`src/rtl/owsearch_pkg.sv`:
```
package owsearch_pkg;

    localparam int unsigned STAT_W   = 3;
    localparam int unsigned STAT_ID  = 0;
    localparam int unsigned STAT_CMP = 1;
    localparam int unsigned STAT_DIR = 2;

    typedef logic [STAT_W-1:0] step_stat_t;

    typedef enum logic [1:0] {
        ST_IDLE,
        ST_RD_ID,
        ST_RD_CMP,
        ST_WR
    } step_state_e;

    typedef struct packed {
        step_state_e state;
        logic        id;
        logic        pref;
        logic        dir;
        logic        req;
        logic        wr;
        step_stat_t  pend;
        step_stat_t  status;
        logic        done;
    } step_regs_t;

endpackage

```
`src/rtl/owsearch_decide.sv`:
```
module owsearch_decide
    import owsearch_pkg::*;
(
    input  logic       id_i,
    input  logic       cmp_i,
    input  logic       pref_i,
    output logic       restart_o,
    output logic       dir_o,
    output step_stat_t status_o
);

    always_comb begin
        restart_o = id_i & cmp_i;
        if (id_i ^ cmp_i) begin
            // devices agree: follow the only bit present
            dir_o = id_i;
        end else if (restart_o) begin
            dir_o = 1'b0;
        end else begin
            // discrepancy: caller chooses
            dir_o = pref_i;
        end
        status_o           = '0;
        status_o[STAT_ID]  = id_i;
        status_o[STAT_CMP] = cmp_i;
        status_o[STAT_DIR] = dir_o;
    end

endmodule

```
`src/rtl/owsearch_seq.sv`:
```
module owsearch_seq
    import owsearch_pkg::*;
(
    input  logic       clk_i,
    input  logic       rst_ni,
    input  logic       start_i,
    input  logic       pref_i,
    input  logic       slot_ack_i,
    input  logic       slot_rbit_i,
    output logic       dec_id_o,
    output logic       dec_cmp_o,
    output logic       dec_pref_o,
    input  logic       dec_restart_i,
    input  logic       dec_dir_i,
    input  step_stat_t dec_status_i,
    output logic       slot_req_o,
    output logic       slot_wr_o,
    output logic       slot_wbit_o,
    output logic       busy_o,
    output logic       done_o,
    output step_stat_t status_o
);

    step_regs_t r_d, r_q;

    assign dec_id_o   = r_q.id;
    assign dec_cmp_o  = slot_rbit_i;
    assign dec_pref_o = r_q.pref;

    always_comb begin
        r_d      = r_q;
        r_d.done = 1'b0;
        unique case (r_q.state)
            ST_IDLE: begin
                if (start_i) begin
                    r_d.state = ST_RD_ID;
                    r_d.pref  = pref_i;
                    r_d.req   = 1'b1;
                    r_d.wr    = 1'b0;
                    r_d.dir   = 1'b0;
                end
            end
            ST_RD_ID: begin
                if (slot_ack_i) begin
                    r_d.id    = slot_rbit_i;
                    r_d.state = ST_RD_CMP;
                end
            end
            ST_RD_CMP: begin
                if (slot_ack_i) begin
                    if (dec_restart_i) begin
                        r_d.req    = 1'b0;
                        r_d.status = dec_status_i;
                        r_d.done   = 1'b1;
                        r_d.state  = ST_IDLE;
                    end else begin
                        r_d.pend  = dec_status_i;
                        r_d.dir   = dec_dir_i;
                        r_d.wr    = 1'b1;
                        r_d.state = ST_WR;
                    end
                end
            end
            ST_WR: begin
                if (slot_ack_i) begin
                    r_d.req    = 1'b0;
                    r_d.wr     = 1'b0;
                    r_d.status = r_q.pend;
                    r_d.done   = 1'b1;
                    r_d.state  = ST_IDLE;
                end
            end
            default: r_d.state = ST_IDLE;
        endcase
    end

    always_ff @(posedge clk_i) begin
        if (!rst_ni) begin
            r_q <= '{state: ST_IDLE, id: 1'b0, pref: 1'b0, dir: 1'b0,
                     req: 1'b0, wr: 1'b0, pend: '0, status: '0, done: 1'b0};
        end else begin
            r_q <= r_d;
        end
    end

    assign slot_req_o  = r_q.req;
    assign slot_wr_o   = r_q.wr;
    assign slot_wbit_o = r_q.dir;
    assign busy_o      = (r_q.state != ST_IDLE);
    assign done_o      = r_q.done;
    assign status_o    = r_q.status;

endmodule

```
`src/rtl/owsearch_step.sv`:
```
module owsearch_step
    import owsearch_pkg::*;
(
    input  logic              clk_i,
    input  logic              rst_ni,
    input  logic              start_i,
    input  logic              pref_dir_i,
    input  logic              slot_ack_i,
    input  logic              slot_rbit_i,
    output logic              slot_req_o,
    output logic              slot_wr_o,
    output logic              slot_wbit_o,
    output logic              busy_o,
    output logic              done_o,
    output logic [STAT_W-1:0] status_o
);

    logic       dec_id, dec_cmp, dec_pref, dec_restart, dec_dir;
    step_stat_t dec_status;
    step_stat_t stat_q;

    owsearch_decide u_decide (
        .id_i      (dec_id),
        .cmp_i     (dec_cmp),
        .pref_i    (dec_pref),
        .restart_o (dec_restart),
        .dir_o     (dec_dir),
        .status_o  (dec_status)
    );

    owsearch_seq u_seq (
        .clk_i         (clk_i),
        .rst_ni        (rst_ni),
        .start_i       (start_i),
        .pref_i        (pref_dir_i),
        .slot_ack_i    (slot_ack_i),
        .slot_rbit_i   (slot_rbit_i),
        .dec_id_o      (dec_id),
        .dec_cmp_o     (dec_cmp),
        .dec_pref_o    (dec_pref),
        .dec_restart_i (dec_restart),
        .dec_dir_i     (dec_dir),
        .dec_status_i  (dec_status),
        .slot_req_o    (slot_req_o),
        .slot_wr_o     (slot_wr_o),
        .slot_wbit_o   (slot_wbit_o),
        .busy_o        (busy_o),
        .done_o        (done_o),
        .status_o      (stat_q)
    );

    assign status_o = stat_q;

endmodule

```
`config.mk`:
```
export PLATFORM = sky130hd
export DESIGN_NAME = owsearch_step
export DESIGN_NICKNAME = d
export VERILOG_FILES = /design/src/rtl/owsearch_pkg.sv /design/src/rtl/owsearch_decide.sv /design/src/rtl/owsearch_seq.sv /design/src/rtl/owsearch_step.sv
export SDC_FILE = /design/constraint.sdc
export NUM_CORES = 1
export LEC_CHECK = 0
export ABC_AREA = 0
export BUFFER_PORTS_ARGS = -buffer_cell sky130_fd_sc_hd__buf_2
export CAP_MARGIN = 20
export CORE_MARGIN = 10
export CORE_UTILIZATION = 44
export DETAILED_ROUTE_END_ITERATION = 6
export PLACE_DENSITY = 0.7
export SLEW_MARGIN = 20
export SYNTH_ARGS = -nofsm -noshare
export SYNTH_HDL_FRONTEND = slang
export SYNTH_SLANG_ARGS = --single-unit
```
`constraint.sdc`:
```
create_clock -name clk_i -period 1.4 [get_ports clk_i]
set_clock_uncertainty 0.1 [all_clocks]
set_input_delay 0.14 -clock clk_i [delete_from_list [all_inputs] [get_ports clk_i]]
set_output_delay 0.14 -clock clk_i [all_outputs]
set_load 0.01 [all_outputs]
```
==> results.txt <==
----------------------------------------------------
[Outcome]
  Status ... finished, final reports clean

[Timing]
  Max-slew headroom ... 80.9%
  Fmax achieved ... 0.737 GHz
  Final count of negative-setup-slack endpoints ... 0
  Fin crit period ... 1360 ps
  Setup TNS ... 0 ps
  Setup repair after global routing missed its margin ... no
  Number of slew-limit violations in the final report ... 0
  Hold Fails Final Rpt ... 0
  Transition at the pin with the smallest max-transition slack ... 286 ps
  Final worst-path cycle share ... 96.9%
  Fin worst setup slack ... 42.8 ps
  Hold Worst Slack ... 37.4 ps

[Yosys]
  Post-synthesis sequential element count ... 14
  Synthesized area divided by synthesized cell count ... 10.2 um2
  Top cell types by occurrence after synthesis ... 14 x sky130_fd_sc_hd__dfxtp_1, 6 x sky130_fd_sc_hd__nor2b_1, 4 x sky130_fd_sc_hd__buf_4, 4 x sky130_fd_sc_hd__mux2i_1, 4 x sky130_fd_sc_hd__nand2_1
  Post-synth ARST share ... 0%
  Post-synth top area share ... 45.3%
  Library cell with the largest summed area after synthesis ... sky130_fd_sc_hd__dfxtp_1
  Leading cell type by number of instances after synthesis ... sky130_fd_sc_hd__dfxtp_1
  Syn. warnings ... 0
  Cell types occupying the most area after synthesis ... sky130_fd_sc_hd__dfxtp_1 45%, sky130_fd_sc_hd__mux2i_1 6.5%, sky130_fd_sc_hd__nor2b_1 6.1%
  Sequential cell area fraction in the yosys report ... 45.3%
  Total nets after synthesis ... 68
  Distinct cells, synth ... 27
  Post-Syn Area ... 619 um2
  Post-synth top flop ... sky130_fd_sc_hd__dfxtp_1
  Synth Instances ... 61
  Number of enable-type register cells in the synthesized netlist ... 0

[Power and ir drop]
  Cell Pwr Density ... 1060 nW/um2
  Pleak ... 0.299 nW
  Total power of the final layout ... 745 uW
  Pint ... 566 uW
  P_sw ... 180 uW
  Relative contribution of the clock network to total power ... 29.0%
  Proportion of power drawn by combinational gates ... 13.5%
  Peak supply drop ... 0.000733 V
  Sequential fraction of design power ... 57.6%
  Switching part of the total power ... 24.1%

[Worst setup path]
  Crit path capture type ... output pin
  Endpoint required time on the critical path ... 1160 ps
  Start point of the critical path ... u_seq.r_q[13]
  Path type of the worst setup path ... flip-flop to output pin
  Maximum fanout encountered on the critical timing path ... 7
  WP data arrival ... 1120 ps
  Setup crit start kind ... flip-flop
  Launching point of the worst reg2reg path ... u_seq.dec_id_o

[GRT]
  Wire length of the first global-routing pass ... 1880 um
  Global router's overall resource usage ... 7.03%
  Total congestion overflow after global routing ... 0
  Number of global-route vias before repair ... 424
  Pin count of the biggest net entering global routing ... 16
  Number of antenna violations at the first check in global routing ... 0

[Placement]
  HPWL Detailed ... 879 um
  DP Worst Slack ... -37.6 ps
  Final RePlAce weighted congestion ... 0.772
  Post-place instance area ... 673 um2
  Number of placed cells counting well taps ... 85
  IO Port Bufs ... 13

[Worst hold path]
  HP Class ... input pin to flip-flop
  Source of the worst hold timing path ... pref_dir_i

[Route]
  Post-detailed-route DRC marker count ... 0
  Vias post-DR ... 464
  Post-Route WL ... 1150 um
  ANT nets after route ... 0
  Number of search-and-repair iterations in the first detailed-routing pass ... 4
  Via-per-instance ratio ... 5.27
  Average wire per cell in the routed design ... 13.1 um
  Initial DRC count ... 4

[Layout]
  Signed area change from the synthesized netlist to the final layout ... 13.5%
  Post-Route Utilization ... 53.4%
  # nets final ... 82
  Layout cells sized above 1 ... 37.0%
  Non-Filler Instances ... 88
  Final instance area ... 703 um2
  Diodes inserted ... 0

[Clocking]
  CTS H-tree depth ... 1
  Sink count of the clock tree ... 14
  TritonCTS clock tree ... built
  TritonCTS buffer count ... 3
  Count of hold-fix buffers inserted at cts ... 0
  Post-CTS Repair Setup Buffers ... 0
  Clock transition at path regs ... 80 ps
  CTS Root Cell ... sky130_fd_sc_hd__clkbuf_4
  Buffers from clock root to sink, at most ... 2
  Worst-skew pair later-pin latency ... 270 ps

[Floorplan]
  Row count ... 13
  Die area ... 3310 um2
  Area of the core region ... 1320 um2
  Die height ... 57.5 um
  Total I/O pin count ... 14
  Initial core utilization ... 47.0%
  Die Wd ... 57.5 um

[Run]
  Max-cap viol count ... 0

----------------------------------------------------
[final timing paths]
path / end / slack (ps) / cells after the start
max: busy_o / 40 / 2
min: u_seq.dec_pref_o / 40 / 3
max reg2reg: u_seq.r_q[4] / 60 / 4
min reg2reg: u_seq.slot_wbit_o / 370 / 2
[timing repair]
action                                 CTS  global route
resized for setup                        2             2
endpoints found under the hold margin    0             0
setup endpoints to repair                2             4
pin swaps                                0             1
cloned                                   0             0
[critical path: stages, from the launching register on]
cell and delay [ps]:
sky130_fd_sc_hd__dfxtp_1 390, sky130_fd_sc_hd__or2_2 320, sky130_fd_sc_hd__buf_2 140
[sequential cells by signal (all words and copies together) (netlist names)]
register and count:
u_seq.status_o 3, u_seq.slot_wr_o 1, u_seq.dec_id_o 1, u_seq.r_q 5, u_seq.done_o 1, u_seq.dec_pref_o 1, u_seq.slot_wbit_o 1, u_seq.slot_req_o 1
[cell families (layout without fill, tap and decap cells)]
group | count (synthesis) | after routing | share of synthesized area, %
AOI/OAI and AO/OA | 11 | 11 | 13.9
adders and majority gates | 1 | 1 | 2.02
buffers and inverters | 8 | 20 | 8.48
DFF | 14 | 14 | 45.3
muxes | 4 | 4 | 6.46
and+or+nand+nor | 23 | 23 | 23.8
[final cells by class]
cell class / count / area (um2)
Timing Repair Buffer: 15 / 80.1
Sequential cell: 14 / 282
Inverter: 2 / 7.51
Multi-Input combinational cell: 39 / 293
Tap cell: 15 / 18.8
Fill cell: 130 / 614
Clock buffer: 3 / 22.5
[metal layers]
layer / up-vias / global-route usage (%) / wire, um
met2: 11 / 9.97 / 503
met3: 2 / 5.09 / 96
met1: 210 / 8.15 / 541
li1: 241 / - / -
met5: - / 0 / 0
met4: 0 / 2.01 / 8
[power groups by stage]
stage	combinational (mW)	clock [mW]	sequential (mW)
finish	0.100	0.216	0.429
global route	0.112	0.241	0.431
CTS	0.101	0.222	0.429
detailed placement	0.0991	0	0.438
global placement	0.0977	0	0.438
floorplan	0.0740	0	0.434
[layout by cell type, fill, tap and decap left out, drive strengths merged]
| cell type | n |
|---|---|
| buf | 15 |
| dfxtp | 14 |
| nor2b | 6 |
| nand2 | 4 |
| mux2i | 4 |
| nor2 | 4 |
| o221a | 3 |
| clkbuf | 3 |
| nor3b | 3 |
| inv | 2 |
| a21oi | 2 |
| or2 | 1 |
| nand3 | 1 |
| nand3b | 1 |
| and4bb | 1 |
| a21boi | 1 |
| o32ai | 1 |
| a31oi | 1 |
| o21ai | 1 |
| o31a | 1 |
| and2 | 1 |
| o22ai | 1 |
| and3 | 1 |
| ha | 1 |
Note: power is estimated with default switching activity, not from simulation.
